### config.mk
export PLATFORM = sky130hd
export DESIGN_NAME = wbq_sched
export DESIGN_NICKNAME = d
export VERILOG_FILES = /design/src/rtl/wbq_pkg.sv /design/src/rtl/wbq_rst_sync.sv /design/src/rtl/wbq_ring.sv /design/src/rtl/wbq_wport.sv /design/src/rtl/wbq_ccnt.sv /design/src/rtl/wbq_sched.sv
export SDC_FILE = /design/constraint.sdc
export NUM_CORES = 1
export LEC_CHECK = 0
export BUFFER_PORTS_ARGS = -buffer_cell sky130_fd_sc_hd__buf_2
export CAP_MARGIN = 20
export CORE_AREA = 10 10 279 201
export CTS_CLUSTER_DIAMETER = 30
export DETAILED_ROUTE_END_ITERATION = 16
export DIE_AREA = 0 0 289 211
export GPL_ROUTABILITY_DRIVEN = 0
export HOLD_SLACK_MARGIN = 0.08
export PLACE_DENSITY = 0.39
export SYNTH_ARGS = -nofsm -noshare
export SYNTH_HDL_FRONTEND = slang
export SYNTH_SLANG_ARGS = --single-unit
### constraint.sdc
create_clock -name clk -period 7.95 [get_ports clk]
set_input_delay 0.3975 -clock clk [delete_from_list [all_inputs] [get_ports clk]]
set_output_delay 0.3975 -clock clk [all_outputs]
set_load 0.005 [all_outputs]
### src/rtl/wbq_pkg.sv
package wbq_pkg;
  typedef enum logic [1:0] {
    CLS_NOP  = 2'd0,
    CLS_EXEC = 2'd1,
    CLS_OUT  = 2'd2,
    CLS_ALT  = 2'd3
  } wbq_cls_e;
endpackage

### src/rtl/wbq_rst_sync.sv
module wbq_rst_sync (
  input  logic clk,
  input  logic rst_n,
  output logic rst_sn
);
  logic meta_q;
  logic sync_q;

  always_ff @(posedge clk or negedge rst_n) begin
    if (!rst_n) begin
      meta_q <= 1'b0;
      sync_q <= 1'b0;
    end else begin
      meta_q <= 1'b1;
      sync_q <= meta_q;
    end
  end

  assign rst_sn = sync_q;
endmodule

### src/rtl/wbq_ring.sv
module wbq_ring #(
  parameter int NSLOT = 7,
  parameter int DW    = 32,
  parameter int LATW  = 3,
  localparam int HW   = (NSLOT > 1) ? $clog2(NSLOT) : 1
) (
  input  logic            clk,
  input  logic            rst_n,
  input  logic            adv,
  input  logic            ins,
  input  logic [LATW-1:0] lat,
  input  logic [DW-1:0]   res,
  output logic [DW-1:0]   head_val,
  output logic            coll
);
  localparam int SW = HW + LATW + 1;
  localparam logic [SW-1:0] N_S  = SW'(NSLOT);
  localparam logic [HW-1:0] LAST = HW'(NSLOT - 1);

  logic [HW-1:0] head_q;
  logic [HW-1:0] head_d;
  logic [HW-1:0] idx;
  logic [SW-1:0] sum0;
  logic [SW-1:0] sum1;
  logic [SW-1:0] sum2;
  logic [NSLOT-1:0][DW-1:0] slot_vec;

  // target slot: head + latency, reduced modulo NSLOT (latency 0 == NSLOT)
  always_comb begin
    sum0 = SW'(head_q) + SW'(lat);
    sum1 = (sum0 >= N_S) ? (sum0 - N_S) : sum0;
    sum2 = (sum1 >= N_S) ? (sum1 - N_S) : sum1;
    idx  = sum2[HW-1:0];
  end

  always_comb begin
    head_d = head_q;
    if (adv) begin
      head_d = (head_q == LAST) ? '0 : head_q + 1'b1;
    end
  end

  always_ff @(posedge clk or negedge rst_n) begin
    if (!rst_n) begin
      head_q <= '0;
    end else if (adv) begin
      head_q <= head_d;
    end
  end

  for (genvar g = 0; g < NSLOT; g++) begin : g_slot
    localparam logic [HW-1:0] GI = HW'(g);
    logic [DW-1:0] q;
    logic [DW-1:0] d;
    logic          en;

    // clear on read, then a store into the same slot takes precedence
    always_comb begin
      en = 1'b0;
      d  = q;
      if (adv && (head_q == GI)) begin
        en = 1'b1;
        d  = '0;
      end
      if (ins && (idx == GI)) begin
        en = 1'b1;
        d  = res;
      end
    end

    always_ff @(posedge clk or negedge rst_n) begin
      if (!rst_n) begin
        q <= '0;
      end else if (en) begin
        q <= d;
      end
    end

    assign slot_vec[g] = q;
  end

  assign head_val = slot_vec[head_q];
  assign coll     = ins && (idx != head_q) && (slot_vec[idx] != '0);


  head_range_chk: assert property (@(posedge clk) disable iff (!rst_n)
    head_q <= LAST);


  head_wrap_chk: assert property (@(posedge clk) disable iff (!rst_n)
    (adv && head_q == LAST) |=> (head_q == '0));


  head_step_chk: assert property (@(posedge clk) disable iff (!rst_n)
    (adv && head_q != LAST) |=> (head_q == $past(head_q) + 1'b1));


  head_hold_chk: assert property (@(posedge clk) disable iff (!rst_n)
    !adv |=> $stable(head_q));
endmodule

### src/rtl/wbq_wport.sv
module wbq_wport #(
  parameter int DW = 32,
  parameter int AW = 7
) (
  input  logic          clk,
  input  logic          rst_n,
  input  logic          wb_req,
  input  logic [AW-1:0] wb_addr_i,
  input  logic [DW-1:0] wb_data_i,
  input  logic          host_we,
  input  logic [AW-1:0] host_addr,
  input  logic [DW-1:0] host_data,
  output logic          wb_we,
  output logic [AW-1:0] wb_addr,
  output logic [DW-1:0] wb_data,
  output logic          hw_we,
  output logic [AW-1:0] hw_addr,
  output logic [DW-1:0] hw_data
);
  logic clash;

  always_comb begin
    clash   = wb_req && (host_addr == wb_addr_i);
    wb_we   = wb_req;
    wb_addr = wb_addr_i;
    wb_data = wb_data_i;
    hw_we   = host_we && !clash;
    hw_addr = host_addr;
    hw_data = host_data;
  end


  port_clash_chk: assert property (@(posedge clk) disable iff (!rst_n)
    (hw_we && wb_we) |-> (hw_addr != wb_addr));


  zero_dst_chk: assert property (@(posedge clk) disable iff (!rst_n)
    wb_we |-> (wb_addr != '0));
endmodule

### src/rtl/wbq_ccnt.sv
module wbq_ccnt #(
  parameter int CNTW = 16
) (
  input  logic            clk,
  input  logic            rst_n,
  input  logic            inc,
  output logic [CNTW-1:0] cnt
);
  localparam logic [CNTW-1:0] CMAX = '1;

  logic [CNTW-1:0] cnt_q;
  logic [CNTW-1:0] cnt_d;
  logic            cnt_en;

  always_comb begin
    cnt_en = inc && (cnt_q != CMAX);
    cnt_d  = cnt_q + 1'b1;
  end

  always_ff @(posedge clk or negedge rst_n) begin
    if (!rst_n) begin
      cnt_q <= '0;
    end else if (cnt_en) begin
      cnt_q <= cnt_d;
    end
  end

  assign cnt = cnt_q;


  cnt_sat_chk: assert property (@(posedge clk) disable iff (!rst_n)
    (cnt == CMAX) |=> (cnt == CMAX));


  cnt_idle_chk: assert property (@(posedge clk) disable iff (!rst_n)
    !inc |=> $stable(cnt));


  cnt_step_chk: assert property (@(posedge clk) disable iff (!rst_n)
    (inc && cnt != CMAX) |=> (cnt == $past(cnt) + 1'b1));
endmodule

### src/rtl/wbq_sched.sv
module wbq_sched
  import wbq_pkg::*;
#(
  parameter int NSLOT = 7,
  parameter int DW    = 32,
  parameter int AW    = 7,
  parameter int CNTW  = 16,
  localparam int LATW = $clog2(NSLOT + 1)
) (
  input  logic            clk,
  input  logic            rst_n,
  input  logic            iss_vld,
  input  logic [1:0]      iss_cls,
  input  logic [LATW-1:0] iss_lat,
  input  logic [DW-1:0]   iss_res,
  input  logic [AW-1:0]   iss_dst,
  input  logic            host_we,
  input  logic [AW-1:0]   host_addr,
  input  logic [DW-1:0]   host_data,
  output logic            wb_we,
  output logic [AW-1:0]   wb_addr,
  output logic [DW-1:0]   wb_data,
  output logic            hw_we,
  output logic [AW-1:0]   hw_addr,
  output logic [DW-1:0]   hw_data,
  output logic            prog_end,
  output logic [CNTW-1:0] coll_cnt
);
  wbq_cls_e      cls;
  logic          rst_sn;
  logic          is_out;
  logic          adv;
  logic          ins;
  logic          wb_req;
  logic          coll;
  logic [DW-1:0] head_val;

  always_comb begin
    cls      = wbq_cls_e'(iss_cls);
    is_out   = (cls == CLS_OUT);
    adv      = iss_vld && !is_out;
    ins      = adv && (cls != CLS_NOP);
    wb_req   = adv && (iss_dst != '0);
    prog_end = iss_vld && is_out;
  end

  wbq_rst_sync u_rst (
    .clk    (clk),
    .rst_n  (rst_n),
    .rst_sn (rst_sn)
  );

  wbq_ring #(
    .NSLOT (NSLOT),
    .DW    (DW),
    .LATW  (LATW)
  ) u_ring (
    .clk      (clk),
    .rst_n    (rst_sn),
    .adv      (adv),
    .ins      (ins),
    .lat      (iss_lat),
    .res      (iss_res),
    .head_val (head_val),
    .coll     (coll)
  );

  wbq_wport #(
    .DW (DW),
    .AW (AW)
  ) u_wport (
    .clk       (clk),
    .rst_n     (rst_sn),
    .wb_req    (wb_req),
    .wb_addr_i (iss_dst),
    .wb_data_i (head_val),
    .host_we   (host_we),
    .host_addr (host_addr),
    .host_data (host_data),
    .wb_we     (wb_we),
    .wb_addr   (wb_addr),
    .wb_data   (wb_data),
    .hw_we     (hw_we),
    .hw_addr   (hw_addr),
    .hw_data   (hw_data)
  );

  wbq_ccnt #(
    .CNTW (CNTW)
  ) u_ccnt (
    .clk   (clk),
    .rst_n (rst_sn),
    .inc   (coll),
    .cnt   (coll_cnt)
  );


  out_freeze_chk: assert property (@(posedge clk) disable iff (!rst_sn)
    (iss_vld && is_out) |=> $stable(head_val));


  idle_freeze_chk: assert property (@(posedge clk) disable iff (!rst_sn)
    !iss_vld |=> $stable(head_val));


  out_no_wb_chk: assert property (@(posedge clk) disable iff (!rst_sn)
    prog_end |-> !wb_we);


  coll_src_chk: assert property (@(posedge clk) disable iff (!rst_sn)
    coll |-> (iss_vld && !is_out && cls != CLS_NOP));
endmodule

==> metrics.md <==
| Metric | Value |
|---|---|
| Post-cts resize count | 0 |
| Mapped Nets | 1179 |
| Number of synthesized flops with an enable pin | 0 |
| Max incr delay on CP | 0.80 ns |
| Worst-path clk slew | 0.05 ns |
| Slew headroom | 33.85% |
| Critical path class | reg -> reg |
| Port Buf Inserts | 119 |
| Core box area | 50420 µm² |
| Nets@finish | 1264 |
| Share of layout cells above drive strength 1 | 26.61% |
| Most used cell, CP | inv_1 |
| Post-synth ARST share | 100.0% |
| CTS max path bufs | 3 |
| Worst Path Buf+Inv | 4 |
| Mean Syn Cell Area | 11.56 µm² |
| Slowest stage cell, crit path | dfrtp_4 |
| Vias after detailed routing | 9828 |
| Placed cell area | 13690 µm² |
| Post-DP HPWL | 30940 µm |
| Worst Path Arrival | 7.05 ns |
| Setup TNS | 0 ns |
| Slew @ Worst Pin | 0.9923 ns |
| Largest net degree at the start of global routing | 138 |
| Peak fanout along the critical path | 27 |
| Die H | 211 µm |
| # rows | 69 |
| DRT Pass-1 Iters | 5 |
| Most frequent cells in the layout | 242 x dfrtp_1, 224 x a22o_1, 119 x buf_2 |
| Period minus WS final | 6.618 ns |
| Antenna Violating Nets Remaining | 0 |
| First-pass GRT wire length | 69300 µm |
| Top post-synthesis cells by area | dfrtp_1 49%, a22o_1 16%, mux4_2 5.9%, buf_4 2.9%, mux2i_1 2.7% |
| Period utilisation layout | 83.24% |
| Startpoint types | flop |
| Critical path, cell by cell | ha_1, inv_1, fa_1, inv_1, ha_1, or4b_4, o211a_4, xor2_4, inv_1, ha_1, inv_1, o211a_4, o21ai_4, a32oi_1, a21oi_1, or4b_1, a22oi_2, o211ai_4, nand2_2, mux2_1 |
| LEAKAGE | 7.156 nW |
| TritonCTS buffer count | 60 |
| Initial antenna violation count | 1 |
| Crit. End Element | flop |
| Dominant cell type by area after synthesis | dfrtp_1 |
| Commonest non-fill, non-tap cell in the layout | dfrtp_1 |
| Final Hold Fails | 0 |
| Fin. max-slew vios | 0 |
| Worst clock skew | 0.04171 ns |
| WL final | 45890 µm |
| DRC errors left | 0 |
| Hold Path Class | in -> async |
| Cells after Synth | 1083 |
| Max Clock Freq | 0.1511 GHz |
| Congestion Overflow GR | 0 |
| Max-cap violations | 0 |
| RSZ-0062 raised after global routing | no |
| Outcome | completed |
| Sequential area share after synthesis | 48.98% |
| Clk root buf | clkbuf_16 |
| Vias in the first global route | 10262 |
| Area share of the largest cell type after synthesis | 48.98% |
| Setup Buffers After CTS | 0 |
| Clk sinks | 245 |
| Starting Density | 24.83% |
| Cell area after synthesis | 12520 µm² |
| Io pins | 184 |
| Diode count | 0 |
| Synth cell types | 73 |
| Final setup violation count | 0 |
| CP required | 8.39 ns |
| Yosys warns | 0 |
| Cell Count, Final, Fillers Out | 1888 |
| CTS tree | built |
| PwrDens | 547.6 nW/µm² |
| Die ar. | 60980 µm² |
| Final Cell Area | 15800 µm² |
| Yosys reg bits | 245 |
| Cells after DPL | 1779 |
| Die W | 289 µm |
| Vias per cell | 5.206 |
| DR WL/cell | 24.31 µm |
| Fill cells | 5145 |
| VDD IR-drop max | 0.0002984 V |
| Post-CTS Hold Fix Bufs | 1 |
| GR Util All Layers | 14.78% |
| Layout area overhead | 26.24% |
| H-tree Lvls | 2 |
| Primary FF master, synth | dfrtp_1 |
| 1st-iter DRT viols | 842 |
| Family with the most delay on the worst path | compound AO/OA/AOI/OAI gates |
| Worst skew pair latency | 0.60 ns |
## registers in the layout, summed over array words and instances, names as in the netlist
register         count
u_ring.head_q        3
u_ring.g_slot.q    224
u_rst.meta_q         1
u_ccnt.cnt          16
u_rst.rst_sn         1
## per-layer routing
metal,share of wire [%],vias up,routed length [µm],global-route usage [%]
li1,-,4356,-,-
met1,50,5070,22930,22.28
met2,41,333,19020,20.34
met3,6.5,69,2962,3.482
met4,2.2,0,989,4.316
met5,0,-,0,0.1612
## where the power goes
group	switching [mW]	internal (mW)	total, mW
clock network	0.768	1.76	2.53
registers	0.442	1.67	2.11
logic	2.38	1.63	4.01
total	3.59	5.06	8.65
## cell type report
class | count | area, µm² | area share (%)
clock buffer | 84 | 1743 | 11.03
clock inverter | 24 | 361.6 | 2.288
inverter | 11 | 41.29 | 0.2613
multi-input combinational | 705 | 5844 | 36.99
sequential | 245 | 6142 | 38.87
tap | 674 | 843.3 | 5.337
timing repair buffer | 145 | 825.8 | 5.226
## cells in the mapped netlist (5+ instances only)
library cell and number:
a21oi_1 47, nand2_1 43, nand2b_1 6, dfrtp_1 245
clkbuf_1 60, inv_1 11, nand3_1 10, a31oi_1 8
xnor2_1 23, or4_1 7, nand4_1 10, nor2_1 58
and3_1 11, and4_1 5, buf_1 11, a22o_1 224
and2_1 7, nor4_1 45, nor3_1 10, o21ai_0 39
mux2i_1 34, ha_1 8, buf_4 48, mux4_2 33
## per-stage QoR
stage | hold WS (ns) | power (mW) | util (%) | setup slack (ns)
2_1_floorplan | 0.1019 | 4.710 | - | 0.6168
3_3_place_gp | 0.1869 | 6.118 | 27.09 | 1.554
3_5_place_dp | 0.1879 | 6.132 | 27.15 | 1.434
4_1_cts | 0.09760 | 8.717 | 31.34 | 1.349
5_1_grt | 0.1313 | 9.155 | 31.34 | 0.9039
6_report | 0.1239 | 8.654 | 31.34 | 1.332
## cells by family (layout without fill, tap and decap cells)
logic type / after synthesis / in the layout / share of synthesized area, %
AOI/OAI and AO/OA: 361 / 361 / 23.04
DFF: 245 / 245 / 48.98
and+or+nand+nor: 233 / 233 / 10.06
buffers and inverters: 133 / 264 / 5.558
muxes: 72 / 72 / 9.136
xor gates and xnor gates: 29 / 29 / 2.239
adders and majority gates: 9 / 9 / 0.9597
other: 1 / 1 / 0.02996
## path summary, 6_finish.rpt
path	from	endpoint	slack, ns	depth (start not counted)
max	u_ring.head_q[0]	u_ccnt.cnt[1]	1.33	20
min	rst_n	u_rst.rst_sn	0.12	2
max reg2reg	u_ring.head_q[0]	u_ccnt.cnt[1]	1.33	20
min reg2reg	u_rst.meta_q	u_rst.rst_sn	0.35	0
max in group asynchronous	u_rst.rst_sn	u_ring.head_q[1]	6.26	1
min in group clk	iss_res[11]	u_ring.g_slot[3].q[11]	0.15	2
Note: power is estimated with default switching activity, not from simulation.
